`src/rtl/mw_pkg.sv`:
```
package mw_pkg;
  typedef enum logic [2:0] {
    CMD_NONE, CMD_READ, CMD_WRITE, CMD_ERASE,
    CMD_EWEN, CMD_EWDS, CMD_ERAL, CMD_WRAL
  } cmd_e;

  typedef enum logic [2:0] {
    FR_IDLE, FR_HDR, FR_DATA, FR_READ, FR_DONE
  } fr_state_e;
endpackage

```
`src/rtl/mw_busy.sv`:
```
module mw_busy #(
  parameter int CW = 8
) (
  input  logic          clk,
  input  logic          rst_n,
  input  logic          load,
  input  logic [CW-1:0] dur,
  output logic          busy
);
  logic [CW-1:0] cnt_q, cnt_n;

  always_comb begin
    cnt_n = cnt_q;
    if (load)              cnt_n = dur;
    else if (cnt_q != '0)  cnt_n = cnt_q - 1'b1;
  end

  always_ff @(posedge clk or negedge rst_n) begin
    if (!rst_n) cnt_q <= '0;
    else        cnt_q <= cnt_n;
  end

  assign busy = (cnt_q != '0);

  // busy window shrinks by exactly one per cycle
  a_r8_countdown: assert property (@(posedge clk) disable iff (!rst_n)
    (busy && !load) |=> (cnt_q == $past(cnt_q) - 1'b1));
endmodule

```
`src/rtl/mw_store.sv`:
```
module mw_store #(
  parameter int A16 = 6
) (
  input  logic         clk,
  input  logic         rst_n,
  input  logic         org,
  input  logic [A16:0] rd_addr,
  output logic [15:0]  rd_data,
  input  logic         we,
  input  logic         all,
  input  logic [A16:0] wr_addr,
  input  logic [15:0]  wr_data
);
  localparam int NB = 2 ** (A16 + 1);

  logic [7:0] mem [NB];

  for (genvar i = 0; i < NB; i++) begin : g_byte
    localparam logic [A16:0] BI = (A16 + 1)'(i);
    logic hit;
    logic [7:0] val;
    always_comb begin
      hit = all || (org ? (wr_addr[A16-1:0] == BI[A16:1]) : (wr_addr == BI));
      val = (org && BI[0]) ? wr_data[15:8] : wr_data[7:0];
    end
    always_ff @(posedge clk or negedge rst_n) begin
      if (!rst_n)          mem[i] <= 8'hFF;
      else if (we && hit)  mem[i] <= val;
    end
  end

  always_comb begin
    if (org) rd_data = {mem[{rd_addr[A16-1:0], 1'b1}], mem[{rd_addr[A16-1:0], 1'b0}]};
    else     rd_data = {8'h00, mem[rd_addr]};
  end
endmodule

```
`src/rtl/mw_frame.sv`:
```
module mw_frame
  import mw_pkg::*;
#(
  parameter int A16 = 6
) (
  input  logic         clk,
  input  logic         rst_n,
  input  logic         cs,
  input  logic         sck,
  input  logic         di,
  input  logic         org,
  input  logic         busy,
  output logic [A16:0] rd_addr,
  input  logic [15:0]  rd_word,
  output logic         exec,
  output cmd_e         cmd,
  output logic [A16:0] addr,
  output logic [15:0]  wdata,
  output logic         start,
  output logic         drive,
  output logic         do_bit
);
  localparam int HW = A16 + 3;
  localparam int CW = $clog2(HW + 17);

  fr_state_e         st_q, st_n;
  logic [CW-1:0]     bc_q, bc_n;
  logic [HW-2:0]     hdr_q, hdr_n;
  logic [15:0]       osr_q, osr_n, dsr_q, dsr_n;
  cmd_e              cmd_q, cmd_n, dec;
  logic [A16:0]      adr_q, adr_n;
  logic              sck_q, ex_q, ex_n, st1_q, st1_n, drv_q, drv_n, do_q, do_n;
  logic              rise, hlast, dlast;
  logic [HW-1:0]     full;
  logic [1:0]        op, sub;

  assign rise  = sck && !sck_q;
  assign full  = {hdr_q, di};
  assign op    = org ? full[A16+1:A16]   : full[A16+2:A16+1];
  assign sub   = org ? full[A16-1:A16-2] : full[A16:A16-1];
  assign rd_addr = org ? {1'b0, full[A16-1:0]} : full[A16:0];
  assign hlast = org ? (bc_q == CW'(A16 + 1)) : (bc_q == CW'(A16 + 2));
  assign dlast = org ? (bc_q == CW'(15)) : (bc_q == CW'(7));

  always_comb begin
    unique case (op)
      2'b10:   dec = CMD_READ;
      2'b01:   dec = CMD_WRITE;
      2'b11:   dec = CMD_ERASE;
      default: unique case (sub)
        2'b11:   dec = CMD_EWEN;
        2'b00:   dec = CMD_EWDS;
        2'b10:   dec = CMD_ERAL;
        default: dec = CMD_WRAL;
      endcase
    endcase
  end

  always_comb begin
    st_n = st_q;  bc_n = bc_q;  hdr_n = hdr_q;  osr_n = osr_q;  dsr_n = dsr_q;
    cmd_n = cmd_q;  adr_n = adr_q;  ex_n = 1'b0;  st1_n = 1'b0;
    drv_n = drv_q;  do_n = do_q;
    if (!cs) begin
      st_n = FR_IDLE;
      drv_n = 1'b0;
    end else if (rise) begin
      unique case (st_q)
        FR_IDLE: if (di && !busy) begin
          st_n = FR_HDR;  bc_n = '0;  hdr_n = '0;  st1_n = 1'b1;
        end
        FR_HDR: begin
          hdr_n = full[HW-2:0];
          bc_n  = bc_q + 1'b1;
          if (hlast) begin
            cmd_n = dec;  adr_n = rd_addr;  bc_n = '0;
            if (dec == CMD_READ) begin
              st_n = FR_READ;  drv_n = 1'b1;  do_n = 1'b0;
              osr_n = org ? rd_word : {rd_word[7:0], 8'h00};
            end else if (dec == CMD_WRITE || dec == CMD_WRAL) begin
              st_n = FR_DATA;
            end else begin
              st_n = FR_DONE;  ex_n = 1'b1;
            end
          end
        end
        FR_DATA: begin
          dsr_n = {dsr_q[14:0], di};
          bc_n  = bc_q + 1'b1;
          if (dlast) begin
            st_n = FR_DONE;  ex_n = 1'b1;
          end
        end
        FR_READ: begin
          do_n  = osr_q[15];
          osr_n = {osr_q[14:0], 1'b0};
          bc_n  = bc_q + 1'b1;
          if (dlast) st_n = FR_DONE;
        end
        default: ;
      endcase
    end
  end

  always_ff @(posedge clk or negedge rst_n) begin
    if (!rst_n) begin
      st_q <= FR_IDLE;  bc_q <= '0;  hdr_q <= '0;  osr_q <= '0;  dsr_q <= '0;
      cmd_q <= CMD_NONE;  adr_q <= '0;  sck_q <= 1'b0;  ex_q <= 1'b0;
      st1_q <= 1'b0;  drv_q <= 1'b0;  do_q <= 1'b0;
    end else begin
      st_q <= st_n;  bc_q <= bc_n;  hdr_q <= hdr_n;  osr_q <= osr_n;  dsr_q <= dsr_n;
      cmd_q <= cmd_n;  adr_q <= adr_n;  sck_q <= sck;  ex_q <= ex_n;
      st1_q <= st1_n;  drv_q <= drv_n;  do_q <= do_n;
    end
  end

  assign exec   = ex_q;
  assign cmd    = cmd_q;
  assign addr   = adr_q;
  assign wdata  = org ? dsr_q : {8'h00, dsr_q[7:0]};
  assign start  = st1_q;
  assign drive  = drv_q;
  assign do_bit = do_q;

  // deselect always returns the framer to idle
  a_r6_deselect_idles: assert property (@(posedge clk) disable iff (!rst_n)
    !cs |=> (st_q == FR_IDLE));
  // a finished frame stays finished while selected
  a_r6_done_holds: assert property (@(posedge clk) disable iff (!rst_n)
    (st_q == FR_DONE && cs) |=> (st_q == FR_DONE || $past(!cs) || !cs));
endmodule

```
`src/rtl/mw_eeprom.sv`:
```
module mw_eeprom
  import mw_pkg::*;
#(
  parameter int A16    = 6,
  parameter int T_WORD = 500000,
  parameter int T_ERAL = 1500000,
  parameter int T_WRAL = 3000000
) (
  input  logic clk,
  input  logic rst_n,
  input  logic cs,
  input  logic sck,
  input  logic di,
  input  logic org,
  output logic do_o,
  output logic do_oe
);
  localparam int TM1 = (T_WORD > T_ERAL) ? T_WORD : T_ERAL;
  localparam int TMX = (TM1 > T_WRAL) ? TM1 : T_WRAL;
  localparam int CW  = $clog2(TMX + 1);

  logic [1:0]    rs_q;
  logic          rst_i, exec, start, drive, do_bit, busy, wen_q, stat_q, prog, all;
  cmd_e          cmd;
  logic [A16:0]  rd_addr, addr;
  logic [15:0]   rd_word, wdata, wr_data;
  logic [CW-1:0] dur;

  always_ff @(posedge clk or negedge rst_n) begin
    if (!rst_n) rs_q <= 2'b00;
    else        rs_q <= {rs_q[0], 1'b1};
  end
  assign rst_i = rs_q[1];

  mw_frame #(.A16(A16)) u_frame (
    .clk(clk), .rst_n(rst_i), .cs(cs), .sck(sck), .di(di), .org(org), .busy(busy),
    .rd_addr(rd_addr), .rd_word(rd_word), .exec(exec), .cmd(cmd), .addr(addr),
    .wdata(wdata), .start(start), .drive(drive), .do_bit(do_bit)
  );

  assign prog = exec && wen_q &&
                (cmd == CMD_WRITE || cmd == CMD_ERASE || cmd == CMD_ERAL || cmd == CMD_WRAL);
  assign all  = (cmd == CMD_ERAL) || (cmd == CMD_WRAL);
  assign wr_data = (cmd == CMD_ERASE || cmd == CMD_ERAL) ? 16'hFFFF : wdata;

  always_comb begin
    unique case (cmd)
      CMD_ERAL: dur = CW'(T_ERAL);
      CMD_WRAL: dur = CW'(T_WRAL);
      default:  dur = CW'(T_WORD);
    endcase
  end

  mw_store #(.A16(A16)) u_store (
    .clk(clk), .rst_n(rst_i), .org(org), .rd_addr(rd_addr), .rd_data(rd_word),
    .we(prog), .all(all), .wr_addr(addr), .wr_data(wr_data)
  );

  mw_busy #(.CW(CW)) u_busy (
    .clk(clk), .rst_n(rst_i), .load(prog), .dur(dur), .busy(busy)
  );

  always_ff @(posedge clk or negedge rst_i) begin
    if (!rst_i) begin
      wen_q  <= 1'b0;
      stat_q <= 1'b0;
    end else begin
      if (exec && cmd == CMD_EWEN)      wen_q <= 1'b1;
      else if (exec && cmd == CMD_EWDS) wen_q <= 1'b0;
      if (prog)       stat_q <= 1'b1;
      else if (start) stat_q <= 1'b0;
    end
  end

  assign do_oe = cs && (drive || stat_q);
  assign do_o  = drive ? do_bit : !busy;

  // the framer never opens a frame during programming
  a_r9_no_start_busy: assert property (@(posedge clk) disable iff (!rst_i)
    start |-> !$past(busy));
  // commands only complete on a selected clock edge
  a_r6_exec_selected: assert property (@(posedge clk) disable iff (!rst_i)
    exec |-> $past(cs));
  // selected and busy outside a read shows busy low
  a_r8_status_busy: assert property (@(posedge clk) disable iff (!rst_i)
    (cs && busy && stat_q && !drive) |-> (do_oe && !do_o));
endmodule

```
`config.mk`:
```
export PLATFORM = sky130hd
export DESIGN_NAME = mw_eeprom
export DESIGN_NICKNAME = d
export VERILOG_FILES = /design/src/rtl/mw_pkg.sv /design/src/rtl/mw_busy.sv /design/src/rtl/mw_store.sv /design/src/rtl/mw_frame.sv /design/src/rtl/mw_eeprom.sv
export SDC_FILE = /design/constraint.sdc
export NUM_CORES = 2
export LEC_CHECK = 0
export BUFFER_PORTS_ARGS = -buffer_cell sky130_fd_sc_hd__clkbuf_2
export CAP_MARGIN = 20
export CORE_MARGIN = 1
export CORE_UTILIZATION = 47
export CTS_CLUSTER_SIZE = 25
export DETAILED_ROUTE_END_ITERATION = 10
export PLACE_DENSITY = 0.67
export SLEW_MARGIN = 0
export SYNTH_ARGS = -nofsm -noshare
export SYNTH_HDL_FRONTEND = slang
export SYNTH_SLANG_ARGS = --single-unit
```
`constraint.sdc`:
```
create_clock -name clk -period 68.6 [get_ports clk]
set_input_delay 6.86 -clock clk [delete_from_list [all_inputs] [get_ports clk]]
set_output_delay 6.86 -clock clk [all_outputs]
set_load 0.05 [all_outputs]
```
==> reports/qor_table.md <==
| Result | Reported | Unit |
|---|---|---|
| Cell count after synthesis | 5456 | - |
| Area Growth Syn to Fin | 9.15 | % |
| Global-route wire length before repair | 300 | mm |
| Number of storage elements in the synthesis netlist | 1113 | - |
| Instance count after placement with tap cells included | 6782 | - |
| Cell taking the most area after synthesis | sky130_fd_sc_hd__dfstp_2 | - |
| Tot GR Track Use | 0.313 | - |
| Nature of the critical path endpoint | output port | - |
| Clock latency at the later pin of the worst-skew pair | 0.75 | ns |
| Core area | 126000 | um2 |
| Main area contributors after synthesis | sky130_fd_sc_hd__dfstp_2, sky130_fd_sc_hd__mux4_2, sky130_fd_sc_hd__o21ai_0 | - |
| Leakage power total | 22.2 | nW |
| CP max FO | 6 | - |
| Sort of element at the start of the critical path | input pin | - |
| Total via count in the routed design | 46100 | - |
| Buffer depth of the longest clock path | 3 | - |
| Number of nets with antenna violations after detailed routing | 0 | - |
| Starting Density | 0.475 | - |
| Pin count of the biggest net entering global routing | 173 | - |
| RSZ-0062 raised after global routing | no | - |
| Row count | 130 | - |
| Global route total overflow | 0 | - |
| Count of flip-flops with a built-in enable after synthesis | 0 | - |
| Commonest non-fill, non-tap cell in the layout | sky130_fd_sc_hd__dfstp_2 | - |
| Count of distinct cell types in the synthesized netlist | 78 | - |
| Critical-path cell with the highest stage delay | sky130_fd_sc_hd__clkbuf_2 | - |
| Finished Cell Area | 65300 | um2 |
| Placement Cell Area | 61300 | um2 |
| Top library cells by usage in the layout, fill and taps aside | sky130_fd_sc_hd__dfstp_2, sky130_fd_sc_hd__o21ai_0, sky130_fd_sc_hd__nand2_1 | - |
| Worst reg-to-reg setup slack | 63.69 | ns |
| Port Buffer Count | 7 | - |
| Total power density per cell area | 21.1 | nW/um2 |
| Tightest slew margin relative to the limit | 0.0535 | - |
| Hold buffers post-CTS | 0 | - |
| Average via count per standard cell | 6.58 | - |
| CP Data Required Time | 61.74 | ns |
| Non-filler instance count after layout | 7004 | - |
| Clk slew on worst S/H paths | 0.05 | ns |
| Critical path buffers and inverters | 2 | - |
| Mean routed wirelength per cell | 28.8 | um |
| Placer Congestion | 1.02 | - |
| Root buffer cell | sky130_fd_sc_hd__clkbuf_16 | - |
| Area share of the leading cell type in the synthesized netlist | 0.450 | - |
| Clock Skews | 0.0300 | ns |
| Crit path arrival time | 7.40 | ns |
| Detailed-placement wirelength estimate | 129 | mm |
| Net count of the finished layout | 5264 | - |
| Post-synthesis area per instance | 11.0 | um2 |
| Horizontal extent of the die | 359 | um |
| Worst Hold Class | register to register | - |
| Post-CTS setup buffer count | 0 | - |
| DRC violation count after routing | 0 | - |
| Post-Syn Nets | 5467 | - |
| Worst Hold End | rs_q[1]$_DFF_PN0_ | - |
| Critical-path cell list | clkbuf_2 -> o21a_1 -> clkbuf_2 | - |
| Initial antenna violation count | 12 | - |
| Min-delay src | rs_q[0]$_DFF_PN0_ | - |
| Final period util | 0.208 | - |
| Sinks on the clock net | 1113 | - |
| Slew Limit Fails | 0 | - |
| Final critical path time including I/O delays and setup | 14.26 | ns |
| Post-Place Worst Slack | 54.34 | ns |
| Result of the run | completed | - |
| Transition time of the tightest slew-check pin | 1.42 | ns |
| Worst setup path category | input pin to output port | - |
| Yosys warns | 0 | - |
| Vias in the first global route | 44000 | - |
| Gates resized, CTS repair | 0 | - |
| Iter 0 DRT Violations | 6816 | - |
| Layout cell share with drive strength beyond 1 | 0.384 | - |
| CP dominant cell by count | sky130_fd_sc_hd__clkbuf_2 | - |
| Share of synthesized registers carrying an async set or reset | 1.00 | - |
| Clock tree from TritonCTS | built | - |
| Number of levels in the clock H-tree | 3 | - |
| Peak clock frequency supported by timing | 70.1 | MHz |
| Worst ir drop on vdd | 0.0204 | mV |
| Minimum setup slack in the final design | 54.34 | ns |
| Synthesized cell area | 59800 | um2 |
| CTS buffer count | 117 | - |
| Final wirelength | 201 | mm |
| IO Count | 8 | - |
| Max-capacitance violation count | 0 | - |
| Portion of the post-synthesis area used by sequential elements | 0.487 | - |
| Hold-critical path depth | 0 | - |
| Most used flip-flop cell after synthesis | sky130_fd_sc_hd__dfstp_2 | - |
| Final TNS setup | 0 | ns |
| Setup-failing EPs final | 0 | - |
| Reg-to-reg critical path endpoint | u_frame.osr_q[14]$_DFFE_PN0P_ | - |
| Crit path largest cell delay | 0.27 | ns |
| DRT Pass-1 Iters | 7 | - |
| R2R cell count | 8 | - |
| Hold violation count in the final report | 0 | - |
| Floorplan die height | 359 | um |
| Worst reg2reg path startpoint | u_frame.hdr_q[1]$_DFFE_PN0P_ | - |
| Cell family with the largest share of critical-path delay | buffers and inverters | - |
| DIE AREA | 129000 | um2 |
[worst reg2reg max path, delay by kind of cell, from the launching register on]
family | cells | cell delay [ns]
AO/OA/AOI/OAI | 3 | 1.53
buffers and inverters | 1 | 0.41
flip-flops | 1 | 0.82
AND/OR/NAND/NOR | 4 | 2.01
[per-stage QoR]
stage	total power (W)	utilization	hold WS [ns]
finish	0.00138	0.519	0.347
floorplan	0.000710	-	0.331
global route	0.00141	0.519	0.364
CTS	0.00139	0.518	0.349
global placement	0.000724	0.487	0.333
detailed placement	0.000725	0.487	0.337
[worst max-delay path by stage]
stage | from | endpoint | slack (ns) | depth (start not counted)
floorplan | rs_q[1]$_DFF_PN0_ | stat_q$_DFFE_PN0P_ | 37.07 | 0
global placement | cs | do_oe | 54.36 | 3
detailed placement | cs | do_oe | 54.34 | 3
CTS | cs | do_oe | 54.33 | 3
global route | cs | do_oe | 54.31 | 3
finish | cs | do_oe | 54.34 | 3
[cell families (layout without fill, tap and decap cells)]
| family | Yosys count | in the layout | synth area share |
|---|---|---|---|
| flip-flops | 1113 | 1113 | 0.487 |
| AO/OA/AOI/OAI | 1504 | 1504 | 0.135 |
| XOR/XNOR | 19 | 19 | 0.00278 |
| other | 1 | 6 | 0.0000627 |
| AND/OR/NAND/NOR | 1675 | 1675 | 0.115 |
| adder cells (fa/ha/maj) | 5 | 5 | 0.00105 |
| buffers and inverters | 508 | 401 | 0.0400 |
| multiplexers | 631 | 631 | 0.219 |
[flip-flops by register name, indices dropped and copies added (netlist names), 3 cells and up]
signal and count:
u_frame.osr_q 16, u_frame.bc_q 5, u_frame.dsr_q 16, u_busy.cnt_q 22
u_frame.addr 7, u_store.mem 1024, u_frame.cmd 3, u_frame.hdr_q 8
u_frame.st_q 3
[cell usage after synthesis (all sizes together), types with 31 or more instances]
library cell / instances
dfrtp: 89
nor2: 409
mux4: 540
nand2: 1015
nor3: 59
o22ai: 60
nor2b: 31
mux2: 35
mux2i: 56
buf: 144
a21oi: 175
nand3: 41
clkbuf: 345
o21ai: 1127
dfstp: 1024
[layout make-up]
| cell class | instances | area, um2 |
|---|---|---|
| Multi-Input combinational cell | 3835 | 28600 |
| Fill cell | 10900 | 60600 |
| Antenna cell | 5 | 12.5 |
| Timing Repair Buffer | 167 | 1370 |
| Sequential cell | 1113 | 29200 |
| Inverter | 19 | 78.8 |
| Tap cell | 1650 | 2060 |
| Clock buffer | 176 | 3550 |
| Clock inverter | 39 | 448 |
[layer usage]
| metal | global-route usage | vias up | share of wire |
|---|---|---|---|
| met5 | 0 | - | 0.00037 |
| met4 | 0.167 | 10 | 0.061 |
| met3 | 0.0885 | 594 | 0.12 |
| met2 | 0.453 | 2846 | 0.43 |
| met1 | 0.429 | 23200 | 0.39 |
| li1 | - | 19400 | - |
[power breakdown]
part           leakage (nW)  switching (W)  internal [W]
Combinational          8.50      0.0000353     0.0000188
Sequential             11.7     0.00000123      0.000660
Clock                  1.97       0.000275      0.000389
No activity file was read; power rests on OpenSTA's default activity.
